File: src/rtl/bpm_prbs_tester.sv
module bpm_prbs_tester #(
  parameter int TRAIN_W   = 16,
  parameter int CNT_W     = 40,
  parameter int WIN       = 64,
  parameter int ERR_LIMIT = 8,
  parameter logic [6:0] SEED = 7'h5A
) (
  input  logic               clk,
  input  logic               rst_n,
  input  logic               start,
  input  logic [TRAIN_W-1:0] train_len,
  input  logic               half_stb,
  output logic               line_out,
  input  logic               rx_data,
  input  logic               rx_valid,
  output logic               locked,
  output logic [CNT_W-1:0]   err_cnt,
  output logic [CNT_W-1:0]   bit_cnt
);
  localparam int WIN_W = $clog2(WIN);
  localparam int EW    = $clog2(ERR_LIMIT + 1);

  logic               run, phase, cur_bit;
  logic [TRAIN_W-1:0] train_left;
  logic [6:0]         prbs;
  logic               tx_nb;
  logic               in_train;

  assign tx_nb    = prbs[6] ^ prbs[5];
  assign in_train = (train_left != '0);

  always_ff @(posedge clk or negedge rst_n) begin
    if (!rst_n) begin
      run        <= 1'b0;
      phase      <= 1'b0;
      cur_bit    <= 1'b0;
      train_left <= '0;
      prbs       <= SEED;
      line_out   <= 1'b0;
    end else if (start) begin
      run        <= 1'b1;
      phase      <= 1'b0;
      cur_bit    <= 1'b0;
      train_left <= train_len;
      prbs       <= SEED;
    end else if (run && half_stb) begin
      if (!phase) begin
        line_out <= ~line_out;
        phase    <= 1'b1;
        if (in_train) begin
          cur_bit    <= 1'b0;
          train_left <= train_left - 1'b1;
        end else begin
          cur_bit <= tx_nb;
          prbs    <= {prbs[5:0], tx_nb};
        end
      end else begin
        phase <= 1'b0;
        if (cur_bit) line_out <= ~line_out;
      end
    end
  end

  logic [6:0]       chk;
  logic [2:0]       fill;
  logic [WIN_W-1:0] win_cnt;
  logic [EW-1:0]    win_err;
  logic [6:0]       chk_nxt;
  logic             pred, mis, drop;

  assign chk_nxt = {chk[5:0], rx_data};
  assign pred    = chk[6] ^ chk[5];
  assign mis     = rx_data ^ pred;
  assign drop    = (32'(win_err) + 32'(mis)) >= ERR_LIMIT;

  always_ff @(posedge clk or negedge rst_n) begin
    if (!rst_n) begin
      chk     <= '0;
      fill    <= '0;
      locked  <= 1'b0;
      win_cnt <= '0;
      win_err <= '0;
      err_cnt <= '0;
      bit_cnt <= '0;
    end else if (start) begin
      chk     <= '0;
      fill    <= '0;
      locked  <= 1'b0;
      win_cnt <= '0;
      win_err <= '0;
      err_cnt <= '0;
      bit_cnt <= '0;
    end else if (rx_valid) begin
      if (!locked) begin
        chk <= chk_nxt;
        if (chk_nxt == '0) fill <= '0;
        else if (fill == 3'd6) begin
          locked  <= 1'b1;
          fill    <= '0;
          win_cnt <= '0;
          win_err <= '0;
        end else fill <= fill + 1'b1;
      end else begin
        if (bit_cnt != '1) bit_cnt <= bit_cnt + 1'b1;
        if (mis && err_cnt != '1) err_cnt <= err_cnt + 1'b1;
        if (drop) begin
          locked <= 1'b0;
          chk    <= '0;
          fill   <= '0;
        end else begin
          chk <= {chk[5:0], pred};
          if (win_cnt == WIN_W'(WIN - 1)) begin
            win_cnt <= '0;
            win_err <= '0;
          end else begin
            win_cnt <= win_cnt + 1'b1;
            win_err <= win_err + EW'(mis);
          end
        end
      end
    end
  end


  bit_start_toggle_chk: assert property (@(posedge clk) disable iff (!rst_n)
    (run && half_stb && !phase && !start) |=> (line_out != $past(line_out)));


  train_no_mid_toggle_chk: assert property (@(posedge clk) disable iff (!rst_n)
    (run && half_stb && phase && !cur_bit && !start) |=> $stable(line_out));


  idle_quiet_chk: assert property (@(posedge clk) disable iff (!rst_n)
    (!run && !start) |=> $stable(line_out));


  bits_monotonic_chk: assert property (@(posedge clk) disable iff (!rst_n)
    !start |=> (bit_cnt >= $past(bit_cnt)));


  err_within_bits_chk: assert property (@(posedge clk) disable iff (!rst_n)
    err_cnt <= bit_cnt);


  no_count_unlocked_chk: assert property (@(posedge clk) disable iff (!rst_n)
    (!locked && !start) |=> $stable(bit_cnt));
endmodule

File: config.mk
export PLATFORM = sky130hd
export DESIGN_NAME = bpm_prbs_tester
export DESIGN_NICKNAME = d
export VERILOG_FILES = /design/src/rtl/bpm_prbs_tester.sv
export SDC_FILE = /design/constraint.sdc
export NUM_CORES = 1
export LEC_CHECK = 0
export BUFFER_PORTS_ARGS = -buffer_cell sky130_fd_sc_hd__buf_2
export CAP_MARGIN = 5
export CORE_MARGIN = 8
export CORE_UTILIZATION = 63
export DETAILED_ROUTE_END_ITERATION = 7
export PLACE_DENSITY = 0.87
export RECOVER_POWER = 50
export REMOVE_ABC_BUFFERS = 1
export SYNTH_ARGS = -nofsm -noshare
export SYNTH_HDL_FRONTEND = slang
export SYNTH_SLANG_ARGS = --single-unit
File: constraint.sdc
create_clock -name clk -period 4.82 [get_ports clk]
set_input_delay 0.482 -clock clk [delete_from_list [all_inputs] [get_ports clk]]
set_output_delay 0.482 -clock clk [all_outputs]
set_load 0.005 [all_outputs]
==> results of run 1 <==
final cells by class:
| cell class | instances | area (um2) | area share |
|---|---|---|---|
| multi-input cells | 623 | 3880 | 0.456 |
| repair buffers | 113 | 520 | 0.0612 |
| well taps | 143 | 179 | 0.0210 |
| clock buffers | 20 | 467 | 0.0549 |
| inverters | 24 | 90.1 | 0.0106 |
| flip-flops and latches | 128 | 3210 | 0.377 |
| clock inverters | 12 | 159 | 0.0187 |
cell usage after synthesis (3+ instances only):
cell,number
sky130_fd_sc_hd__buf_1,3
sky130_fd_sc_hd__buf_2,7
sky130_fd_sc_hd__nand3_1,34
sky130_fd_sc_hd__nand2_1,70
sky130_fd_sc_hd__nand2b_1,16
sky130_fd_sc_hd__nor2_1,47
sky130_fd_sc_hd__and2_1,9
sky130_fd_sc_hd__clkbuf_1,35
sky130_fd_sc_hd__dfstp_2,4
sky130_fd_sc_hd__dfrtp_1,124
sky130_fd_sc_hd__a21o_1,3
sky130_fd_sc_hd__a21oi_1,56
sky130_fd_sc_hd__mux2_2,16
sky130_fd_sc_hd__nand4_1,41
sky130_fd_sc_hd__o31ai_1,46
sky130_fd_sc_hd__a211oi_1,8
sky130_fd_sc_hd__o41ai_1,5
sky130_fd_sc_hd__o21a_1,6
sky130_fd_sc_hd__or3_1,20
sky130_fd_sc_hd__xor2_1,12
sky130_fd_sc_hd__inv_1,24
sky130_fd_sc_hd__o31a_1,7
sky130_fd_sc_hd__nor4_1,25
sky130_fd_sc_hd__or4_1,18
sky130_fd_sc_hd__and3_1,12
sky130_fd_sc_hd__nor3_1,21
sky130_fd_sc_hd__ha_1,7
sky130_fd_sc_hd__a41oi_1,10
sky130_fd_sc_hd__o21ai_0,50
sky130_fd_sc_hd__mux2i_1,11
sky130_fd_sc_hd__nor2b_1,9
sky130_fd_sc_hd__a31oi_1,14
sky130_fd_sc_hd__o211ai_1,6
sky130_fd_sc_hd__xnor2_1,5
sky130_fd_sc_hd__and4_1,9
registers in the layout, indices dropped and copies added (netlist names), 3 cells and up:
| register | count |
|---|---|
| bit_cnt | 40 |
| err_cnt | 40 |
| train_left | 16 |
| chk | 7 |
| prbs | 7 |
| win_cnt | 6 |
| win_err | 4 |
| fill | 3 |
routing by layer:
layer	GRT usage	wire, um	vias to the layer above
met5	0	0	-
met4	0.0959	436	0
met3	0.0703	1860	62
met2	0.455	10400	395
met1	0.330	8230	3532
li1	-	-	3295
worst max-delay path, stage by stage, from the launching register on:
cell and delay [ns]:
sky130_fd_sc_hd__dfrtp_1 0.41, sky130_fd_sc_hd__ha_1 0.28, sky130_fd_sc_hd__nand4_1 0.19, sky130_fd_sc_hd__nor4_1 0.90, sky130_fd_sc_hd__nand4_1 0.46, sky130_fd_sc_hd__nand2_1 0.80
sky130_fd_sc_hd__o21ai_0 0.22
through the flow:
stage | cells | power [mW] | hold slack [ns] | setup slack (ns) | area (um2)
floorplan | 775 | 1.23 | 0.186 | 2.19 | 7180
finish | 1063 | 2.66 | 0.265 | 1.39 | 8510
CTS | 1063 | 2.66 | 0.256 | 1.58 | 8580
global placement | 1031 | 1.30 | 0.457 | 1.80 | 7960
detailed placement | 1031 | 1.31 | 0.469 | 1.62 | 7960
global route | 1063 | 2.73 | 0.273 | 1.21 | 8510
cell families after synthesis:
kind of cell             count (synthesis)  share of synthesized area
AO/OA/AOI/OAI                          227                      0.199
XOR/XNOR                                18                     0.0235
adder cells (fa/ha/maj)                  7                     0.0119
buffers and inverters                   69                     0.0364
flip-flops                             128                      0.436
multiplexers                            27                     0.0394
AND/OR/NAND/NOR                        344                      0.254
power groups by stage:
stage | Clock [mW] | Sequential, mW | Combinational [mW]
after CTS | 1.36 | 1.13 | 0.168
after global placement | 0 | 1.15 | 0.156
after global routing | 1.41 | 1.14 | 0.185
after detailed placement | 0 | 1.15 | 0.165
after floorplan | 0 | 1.14 | 0.0826
final | 1.36 | 1.13 | 0.167
layout by cell type, fill, tap and decap left out, types with 16 or more instances in the layout:
| cell | synthesis | final |
|---|---|---|
| sky130_fd_sc_hd__nor3_1 | 21 | 21 |
| sky130_fd_sc_hd__nor4_1 | 25 | 25 |
| sky130_fd_sc_hd__clkbuf_1 | 35 | 56 |
| sky130_fd_sc_hd__or4_1 | 18 | 18 |
| sky130_fd_sc_hd__o21ai_0 | 50 | 50 |
| sky130_fd_sc_hd__nand2_1 | 70 | 70 |
| sky130_fd_sc_hd__clkbuf_16 | 0 | 17 |
| sky130_fd_sc_hd__nand2b_1 | 16 | 16 |
| sky130_fd_sc_hd__nand4_1 | 41 | 41 |
| sky130_fd_sc_hd__inv_1 | 24 | 24 |
| sky130_fd_sc_hd__buf_2 | 7 | 45 |
| sky130_fd_sc_hd__a21oi_1 | 56 | 56 |
| sky130_fd_sc_hd__nor2_1 | 47 | 47 |
| sky130_fd_sc_hd__mux2_2 | 16 | 16 |
| sky130_fd_sc_hd__or3_1 | 20 | 20 |
| sky130_fd_sc_hd__o31ai_1 | 46 | 46 |
| sky130_fd_sc_hd__nand3_1 | 34 | 34 |
| sky130_fd_sc_hd__dfrtp_1 | 124 | 124 |
worst max-delay path by stage:
stage / from / endpoint / cells past startpoint
floorplan: err_cnt[0] / err_cnt[36] / 6
global placement: err_cnt[0] / err_cnt[2] / 6
detailed placement: err_cnt[0] / err_cnt[2] / 6
CTS: err_cnt[0] / err_cnt[2] / 6
global route: err_cnt[0] / err_cnt[2] / 6
finish: err_cnt[0] / err_cnt[2] / 6
==> results_dict.tcl, run 1 <==
set metrics [dict create \
    timing_worst_setup_path_type "reg -> reg" \
    worst_skew_pair.late_latency_ns 0.42 \
    gr-usage-all-layers 0.271 \
    synthToLayoutAreaGrowth_pct 15.6 \
    required_ns 5.08 \
    grt_first_pass_wirelength_um 33500 \
    report.final.hold_viol_count 0 \
    p_int_mw 2.02 \
    status "finished with violations" \
    clock_tree.buffer_depth 2 \
    failing_checks "capacitance limit, slew limit" \
    per_cell_via_count_in_the_routed_design 6.85 \
    tightest_slew_ns 2.11 \
    synth_edf_count 0 \
    num_rows 39 \
    min-delay-start "train_len[8]" \
    power_switching_uw 639 \
    worst_slew_margin_rel -0.406 \
    synth-seq-area-share 0.436 \
    setup_total_negative_slack_ns 0 \
    post_layout_net_count 936 \
    timing_max_transition_violations_final 83 \
    ys_async_rst_share 1.00 \
    setup.reg_to_reg.worst_slack_ns 1.39 \
    gp_congestion 0.986 \
    hold_end "train_left[8]" \
    hold_buffers 0 \
    cts_resized 0 \
    timing.final.setup_violations 0 \
    ant_nets 0 \
    die_height_um 124 \
    path_clk_slew_ns 0.06 \
    ctsRootBufferMaster "sky130_fd_sc_hd__clkbuf_16" \
    gate_count_post_synth 820 \
    vias_in_the_first_global_route 6966 \
    synth_largest_type_area_fraction 0.422 \
    clock_share_of_power 0.511 \
    synthesis.area_per_instance_um2 8.97 \
    switching_share 0.240 \
    drt-initial-drc-count 981 \
    p_per_area_mw_per_mm2 313 \
    firstDrtPassIters 6 \
    post-route-period-util 0.712 \
    numCtsBuffers 17 \
    whs_path_depth 3 \
    floorplan.initialDensity 0.644 \
    cts_htree_levels 4 \
    timing.critical_path.from_type "flop" \
    global_route.overflow_total 0 \
    antenna_found_initial 0 \
    crit_path_max_fanout 24 \
    diodes 0 \
    die_area_mm2 0.0154 \
    grt_setup_unrepaired "no" \
    max_clock_freq_ghz 0.291 \
    power.static_leakage_nw 3.41 \
    crit_reg_reg_startpoint "err_cnt[0]" \
    ys.flop_type "sky130_fd_sc_hd__dfrtp_1" \
    routed_wirelength_um 20900 \
    pin_count 104 \
    post_cts_buffers 0 \
    post-route-min-period_ns 3.43 \
    fraction_of_layout_cells_with_a_size_suffix_above_1 0.126 \
    hp-class "in -> reg" \
    n_fill_cell 840 \
    power.sequential.fraction 0.426 \
    drv_cap 1 \
    chipWidth_um 124 \
    critPathCaptureType "flop" \
    grt_max_degree 83 \
    synth_cell_type_count 57 \
    drc_errors 0 \
    finalCoreUtilization 0.745 \
    fin_worst_skew_ns 0.00849 \
    timing.reg2reg.worst_path_depth 6 \
    vdd.ir_drop.worst_uv 319 \
    ys_ff_latch 128 \
    clkSinkCount 128 \
    core_mm2 0.0114 \
    cts_tree "done" \
    critical_path_arrival_ns 3.69 \
    synth_warnings 0 \
    port_buffers 103 \
    hpwlAfterDp_um 13600 \
    synthesis.area_mm2 0.00736 \
    synth_area_leaders "sky130_fd_sc_hd__dfrtp_1, sky130_fd_sc_hd__o31ai_1, sky130_fd_sc_hd__a21oi_1" \
    synth_area_leader_cell "sky130_fd_sc_hd__dfrtp_1" \
    via_count 7284 \
    wl_per_cell_um 19.7 \
    critical_path.reg2reg.endpoint "err_cnt[2]" \
    pwr-share-comb 0.063 \
]
No activity file was read; power rests on OpenSTA's default activity.
==> run 2: changes to the inputs <==
--- a/config.mk
+++ b/config.mk
@@ -8,9 +8,9 @@
 export BUFFER_PORTS_ARGS = -buffer_cell sky130_fd_sc_hd__buf_2
 export CAP_MARGIN = 5
 export CORE_MARGIN = 8
-export CORE_UTILIZATION = 63
+export CORE_UTILIZATION = 52
 export DETAILED_ROUTE_END_ITERATION = 7
-export PLACE_DENSITY = 0.87
+export PLACE_DENSITY = 0.76
 export RECOVER_POWER = 50
 export REMOVE_ABC_BUFFERS = 1
 export SYNTH_ARGS = -nofsm -noshare
==> constraint.sdc (replaced) <==
create_clock -name clk -period 3.1 [get_ports clk]
set_input_delay 0.31 -clock clk [delete_from_list [all_inputs] [get_ports clk]]
set_output_delay 0.31 -clock clk [all_outputs]
set_load 0.005 [all_outputs]
==> results_dict.tcl, run 2 (synthesis gave the netlist of run 1 again) <==
set metrics [dict create \
    status "finished with violations" \
    failing_checks "capacitance limit, slew limit" \
    num_rows 43 \
    worst_skew_pair.late_latency_ns 0.42 \
    timing.final.setup_violations 0 \
    worst_slew_margin_rel -0.585 \
    power.sequential.fraction 0.408 \
    layout_setup_ws_ns 0.297 \
    routed_wirelength_um 19700 \
    critPathCaptureType "flop" \
    cts_htree_levels 4 \
    fin_worst_skew_ns 0.0125 \
    diodes 0 \
    ctsRootBufferMaster "sky130_fd_sc_hd__clkbuf_16" \
    gp_congestion 0.846 \
    chipWidth_um 135 \
    core_mm2 0.0138 \
    required_ns 3.43 \
    cts_tree "done" \
    placed_cells 1083 \
    dp_slack_ns 0.350 \
    grt_first_pass_wirelength_um 33300 \
    grt_max_degree 62 \
    clock_share_of_power 0.531 \
    p_int_mw 3.36 \
    post-route-min-period_ns 2.80 \
    vdd.ir_drop.worst_uv 377 \
    grt_setup_unrepaired "no" \
    crit_path_max_fanout 31 \
    tightest_slew_ns 2.38 \
    ant_nets 0 \
    global_route.overflow_total 0 \
    max_clock_freq_ghz 0.357 \
    wl_per_cell_um 17.7 \
    antenna_found_initial 0 \
    timing.critical_path.from_type "input pin" \
    switching_share 0.218 \
    hpwlAfterDp_um 13400 \
    clock_tree.buffer_depth 2 \
    die_height_um 135 \
    biggestRegsByFlops "bit_cnt: 40 flops, err_cnt: 40 flops, train_left: 16 flops" \
    timing_max_transition_violations_final 41 \
    synthToLayoutAreaGrowth_pct 19.0 \
    final_cell_mix "sky130_fd_sc_hd__dfrtp_1, sky130_fd_sc_hd__nand2_1, sky130_fd_sc_hd__buf_2, sky130_fd_sc_hd__a21oi_1, sky130_fd_sc_hd__o21ai_0" \
    timing_worst_setup_path_type "in -> reg" \
    n_fill_cell 1161 \
    post-route-period-util 0.904 \
    drt-initial-drc-count 715 \
    drv_cap 1 \
    vias_in_the_first_global_route 6758 \
    gr-usage-all-layers 0.222 \
    fraction_of_layout_cells_with_a_size_suffix_above_1 0.156 \
    post_layout_net_count 952 \
    port_buffers 103 \
    multi_input_area_mm2 0.00389 \
    via_count 7026 \
    report.final.hold_viol_count 0 \
    per_cell_via_count_in_the_routed_design 6.30 \
    clkSinkCount 128 \
    pwr-share-comb 0.060 \
    sequential_cell_area_mm2 0.00321 \
    power.static_leakage_nw 3.61 \
    die_area_mm2 0.0182 \
    p_per_area_mw_per_mm2 491 \
    layout.cells.most_common "sky130_fd_sc_hd__dfrtp_1" \
    post_layout_nonfiller_instances 1116 \
    drc_errors 0 \
    firstDrtPassIters 5 \
    numCtsBuffers 17 \
    power_switching_uw 939 \
    setup_total_negative_slack_ns 0 \
    path_clk_slew_ns 0.06 \
    pin_count 104 \
    finalCoreUtilization 0.633 \
    critical_path_arrival_ns 3.13 \
    hp-class "in -> reg" \
    floorplan.initialDensity 0.532 \
]
[run 2: changes by cell type in the layout (fill, tap and decap cells not counted)]
cell                            change
sky130_fd_sc_hd__dlygate4sd3_1      +1
sky130_fd_sc_hd__clkinv_2           +1
sky130_fd_sc_hd__bufinv_16          +3
sky130_fd_sc_hd__nor3_2             +1
sky130_fd_sc_hd__nor3_1             -1
sky130_fd_sc_hd__clkbuf_8           -1
sky130_fd_sc_hd__clkinvlp_4         -4
sky130_fd_sc_hd__buf_2             +19
sky130_fd_sc_hd__clkbuf_1          -14
sky130_fd_sc_hd__clkinv_4           -2
sky130_fd_sc_hd__buf_12             +1
sky130_fd_sc_hd__clkbuf_2           -2
sky130_fd_sc_hd__buf_4             +14
[run 2: power groups by stage]
stage          Combinational [mW]  Sequential (mW)  Clock [mW]
6_report                    0.259             1.76        2.29
5_1_grt                     0.297             1.76        2.41
4_1_cts                     0.267             1.76        2.32
3_5_place_dp                0.262             1.78           0
3_3_place_gp                0.256             1.78           0
2_1_floorplan               0.128             1.78           0
[run 2: repair_timing]
item | in CTS | in global routing
hold buffers | 1 | 0
hold endpoints to repair | 38 | 0
buffers inserted | 0 | 0
resized for setup | 0 | 0
[run 2: critical path, cell delays in order]
cell and delay, ns:
sky130_fd_sc_hd__clkbuf_1 0.96, sky130_fd_sc_hd__a21oi_1 0.33, sky130_fd_sc_hd__nor2_1 0.54, sky130_fd_sc_hd__nand2_1 0.23, sky130_fd_sc_hd__or4_1 0.54, sky130_fd_sc_hd__a21oi_1 0.19
[run 2: final cells by class]
type / count / area share
Clock inverter: 10 / 0.0236
Tap cell: 180 / 0.0257
Inverter: 24 / 0.0103
Clock buffer: 22 / 0.0530
Multi-Input combinational cell: 623 / 0.444
Timing Repair Buffer: 129 / 0.0773
Sequential cell: 128 / 0.366
[run 2: layer usage]
layer  vias to the layer above  GRT usage  wire [um]
met5                         -          0          0
met4                         0     0.0808        251
met3                        27     0.0565       1350
met2                       246      0.353       9410
met1                      3413      0.286       8730
li1                       3340          -          -
[run 2: path summary, 6_finish.rpt]
| check | start | end | slack [ns] | cells past startpoint |
|---|---|---|---|---|
| min in group asynchronous | rst_n | train_left[2] | 1.16 | 2 |
| setup / recovery | start | bit_cnt[21] | 0.30 | 6 |
| hold reg to reg | line_out | line_out | 0.46 | 1 |
| setup reg to reg | bit_cnt[3] | bit_cnt[37] | 0.30 | 5 |
| max in group asynchronous | rst_n | bit_cnt[20] | 0.55 | 3 |
| hold / removal | train_len[7] | train_left[7] | 0.1 | 3 |
[run 2: through the flow]
| step | power [mW] | hold slack (ns) | cell area (um2) |
|---|---|---|---|
| finish | 4.30 | 0.0977 | 8760 |
| global route | 4.47 | 0.0946 | 8760 |
| CTS | 4.34 | 0.0831 | 8810 |
| detailed placement | 2.05 | 0.343 | 8130 |
| global placement | 2.04 | 0.345 | 8130 |
| floorplan | 1.91 | 0.0144 | 7180 |
==> run 3: changes to the inputs <==
--- a/config.mk
+++ b/config.mk
@@ -5,12 +5,13 @@
 export SDC_FILE = /design/constraint.sdc
 export NUM_CORES = 1
 export LEC_CHECK = 0
+export ABC_AREA = 1
 export BUFFER_PORTS_ARGS = -buffer_cell sky130_fd_sc_hd__buf_2
 export CAP_MARGIN = 5
 export CORE_MARGIN = 8
-export CORE_UTILIZATION = 52
+export CORE_UTILIZATION = 53
 export DETAILED_ROUTE_END_ITERATION = 7
-export PLACE_DENSITY = 0.76
+export PLACE_DENSITY = 0.77
 export RECOVER_POWER = 50
 export REMOVE_ABC_BUFFERS = 1
 export SYNTH_ARGS = -nofsm -noshare
==> results_dict.tcl, run 3 <==
set metrics [dict create \
    grt_max_degree 70 \
    met2RoutedLength_um 10000 \
    timing_worst_setup_path_type "reg -> reg" \
    vias_in_the_first_global_route 7498 \
    critical-path-top-delay-family "simple AND/OR/NAND/NOR gates" \
    required_ns 3.46 \
    route.layer.met1.wl_um 9920 \
    dp_slack_ns 0.690 \
    p_int_mw 2.91 \
    p_per_area_mw_per_mm2 425 \
    synthesis.area_mm2 0.00817 \
    synth_area_leaders "sky130_fd_sc_hd__dfrtp_1, sky130_fd_sc_hd__nand2_1, sky130_fd_sc_hd__nor2_1" \
    firstDrtPassIters 7 \
    layout_setup_ws_ns 0.645 \
    via_count 8085 \
    chipWidth_um 140 \
    core_mm2 0.0151 \
    power_switching_mw 1.05 \
    clock_tree.buffer_depth 2 \
    grt_setup_unrepaired "no" \
    port_buffers 103 \
    worst_skew_pair.late_latency_ns 0.42 \
    critical_path.slowest_cell "sky130_fd_sc_hd__dfrtp_1" \
    timing.critical_path.from_type "flop" \
    hp-class "in -> reg" \
    grt_first_pass_wirelength_um 36100 \
    synth-seq-area-share 0.393 \
    diodes 0 \
    pin_count 104 \
    synth_largest_type_area_fraction 0.380 \
    antenna_found_initial 0 \
    drv_cap 0 \
    die_height_um 140 \
    num_rows 45 \
    ant_nets 0 \
    synth_warnings 0 \
    gr-usage-all-layers 0.224 \
    status "completed" \
    power.sequential.fraction 0.454 \
    ordered_list_of_cells_on_the_worst_path "inv_1 > nand2_1 > nand2_1 > xor2_1 > inv_1 > ha_1 > ha_1 > nand2_1 > inv_1 > o21bai_1 > nand2_1 > nand2_1 > nand2_1 > nor2_1 > nand2_1 > nand2_1" \
    n_fill_cell 1450 \
    drc_errors 0 \
    synth_area_leader_cell "sky130_fd_sc_hd__dfrtp_1" \
    timing_max_transition_violations_final 0 \
    cts_htree_levels 4 \
    vdd.ir_drop.worst_uv 434 \
    report.final.hold_viol_count 0 \
    synthesis.area_per_instance_um2 6.73 \
    routed_wirelength_um 21700 \
    post-route-period-util 0.792 \
    tightest_slew_ns 1.27 \
    numCtsBuffers 17 \
    met3_length_um 1250 \
    timing.final.setup_violations 0 \
    per_cell_via_count_in_the_routed_design 5.33 \
    power.static_leakage_nw 4.45 \
    global_route.overflow_total 0 \
    ys.flop_type "sky130_fd_sc_hd__dfrtp_1" \
    clkSinkCount 128 \
    crit_path_max_fanout 13 \
    hpwlAfterDp_um 16100 \
    setup_total_negative_slack_ns 0 \
    placement.cell_area_mm2 0.00884 \
    most_frequent_cell_after_synthesis "sky130_fd_sc_hd__nand2_1" \
    post_layout_net_count 1344 \
    worst_slew_margin_rel 0.153 \
    synth_edf_count 0 \
    cp.buffers_inverters 3 \
    pwr-share-comb 0.097 \
    max_clock_freq_ghz 0.407 \
    critPathCaptureType "flop" \
    critical_path_arrival_ns 2.81 \
    final_cell_mix "sky130_fd_sc_hd__nand2_1, sky130_fd_sc_hd__nor2_1, sky130_fd_sc_hd__dfrtp_1, sky130_fd_sc_hd__nand3_1, sky130_fd_sc_hd__inv_1" \
    die_area_mm2 0.0197 \
    maximum_single_stage_delay_on_the_critical_path_ns 0.37 \
    wl_per_cell_um 14.3 \
    drt-initial-drc-count 670 \
    switching_share 0.265 \
    clock_share_of_power 0.449 \
    ctsRootBufferMaster "sky130_fd_sc_hd__clkbuf_16" \
    finalCoreUtilization 0.615 \
    path_clk_slew_ns 0.06 \
    ys_async_rst_share 1.00 \
    gate_count_post_synth 1215 \
    highest_layer "met4" \
    biggestRegsByFlops "bit_cnt: 40 flops, err_cnt: 40 flops, train_left: 16 flops" \
    gp_congestion 1.01 \
    synth_commonest_cells "sky130_fd_sc_hd__nand2_1, sky130_fd_sc_hd__nor2_1, sky130_fd_sc_hd__dfrtp_1" \
    post_cts_buffers 0 \
    synth_cell_type_count 40 \
    critPathMostFrequentCell "sky130_fd_sc_hd__nand2_1" \
    cts_tree "done" \
    synthToLayoutAreaGrowth_pct 14.0 \
    floorplan.initialDensity 0.540 \
    ys_ff_latch 128 \
    fin_area_mm2 0.00932 \
    fin_worst_skew_ns 0.00646 \
    layout.cells.most_common "sky130_fd_sc_hd__nand2_1" \
    fraction_of_layout_cells_with_a_size_suffix_above_1 0.105 \
    post-route-min-period_ns 2.46 \
]
==> run 3: cell count changes after synthesis, sizes merged, moves of 20 or more <==
| cell | before | now |
|---|---|---|
| a21oi | 56 | 9 |
| clkbuf | 35 | 9 |
| inv | 24 | 85 |
| nand2 | 70 | 454 |
| nand3 | 34 | 104 |
| nand4 | 42 | 21 |
| nor2 | 47 | 212 |
| nor4 | 25 | 0 |
| o31ai | 46 | 1 |
| or3 | 20 | 0 |
==> run 3: what timing repair did <==
item | 4_1_cts | 5_1_grt
hold buffers | 1 | 0
resized for setup | 0 | 0
hold endpoints to repair | 46 | 0
==> run 3: final cells by class <==
type | count | area (um2) | share of cell area
clock buffer | 26 | 479 | 0.0514
clock inverter | 6 | 35.0 | 0.00376
inverter | 85 | 319 | 0.0342
multi-input combinational | 970 | 4460 | 0.479
sequential | 128 | 3210 | 0.344
tap | 188 | 235 | 0.0252
timing repair buffer | 113 | 581 | 0.0623
==> run 3: worst paths after layout <==
kind	cells past startpoint	from	to	slack, ns
setup / recovery	16	chk[5]	win_cnt[1]	0.64
hold / removal	3	train_len[9]	train_left[9]	0.13
setup reg to reg	16	chk[5]	win_cnt[1]	0.64
hold reg to reg	1	run	run	0.46
max in group asynchronous	3	rst_n	err_cnt[36]	1.06
min in group asynchronous	2	rst_n	chk[4]	0.69
==> run 3: metrics by stage <==
step	power (mW)	std cells	hold slack, ns
6_report	3.96	1516	0.125
5_1_grt	4.14	1516	0.129
4_1_cts	4.00	1516	0.114
3_5_place_dp	2.22	1483	0.276
3_3_place_gp	2.21	1483	0.271
2_1_floorplan	2.04	1183	0.0144
==> run 3: power groups by stage <==
| stage | sequential [mW] | clock [mW] | combinational, mW |
|---|---|---|---|
| final | 1.80 | 1.78 | 0.386 |
| after global routing | 1.81 | 1.88 | 0.444 |
| after CTS | 1.80 | 1.81 | 0.395 |
| after detailed placement | 1.83 | 0 | 0.392 |
| after global placement | 1.82 | 0 | 0.387 |
| after floorplan | 1.81 | 0 | 0.225 |
==> run 3: kinds of logic (layout without fill, tap and decap cells) <==
family	count (synthesis)	after routing	share of synthesized area
XOR/XNOR	45	45	0.0482
flip-flops	128	128	0.393
AO/OA/AOI/OAI	104	104	0.0755
adder cells (fa/ha/maj)	7	7	0.0107
buffers and inverters	117	230	0.0618
AND/OR/NAND/NOR	814	814	0.411
==> run 3: metal layers <==
layer	vias to the layer above	GRT usage
li1	4065	-
met1	3736	0.298
met2	246	0.356
met3	38	0.0415
met4	0	0.0829
met5	-	0
==> run 3: worst register-to-register path, stage by stage (launching register included) <==
cell	delay (ns)
sky130_fd_sc_hd__dfrtp_1	0.37
sky130_fd_sc_hd__inv_1	0.13
sky130_fd_sc_hd__nand2_1	0.07
sky130_fd_sc_hd__nand2_1	0.09
sky130_fd_sc_hd__xor2_1	0.15
sky130_fd_sc_hd__inv_1	0.10
sky130_fd_sc_hd__ha_1	0.20
sky130_fd_sc_hd__ha_1	0.20
sky130_fd_sc_hd__nand2_1	0.09
sky130_fd_sc_hd__inv_1	0.05
sky130_fd_sc_hd__o21bai_1	0.11
sky130_fd_sc_hd__nand2_1	0.09
sky130_fd_sc_hd__nand2_1	0.07
sky130_fd_sc_hd__nand2_1	0.23
sky130_fd_sc_hd__nor2_1	0.30
sky130_fd_sc_hd__nand2_1	0.09
sky130_fd_sc_hd__nand2_1	0.06
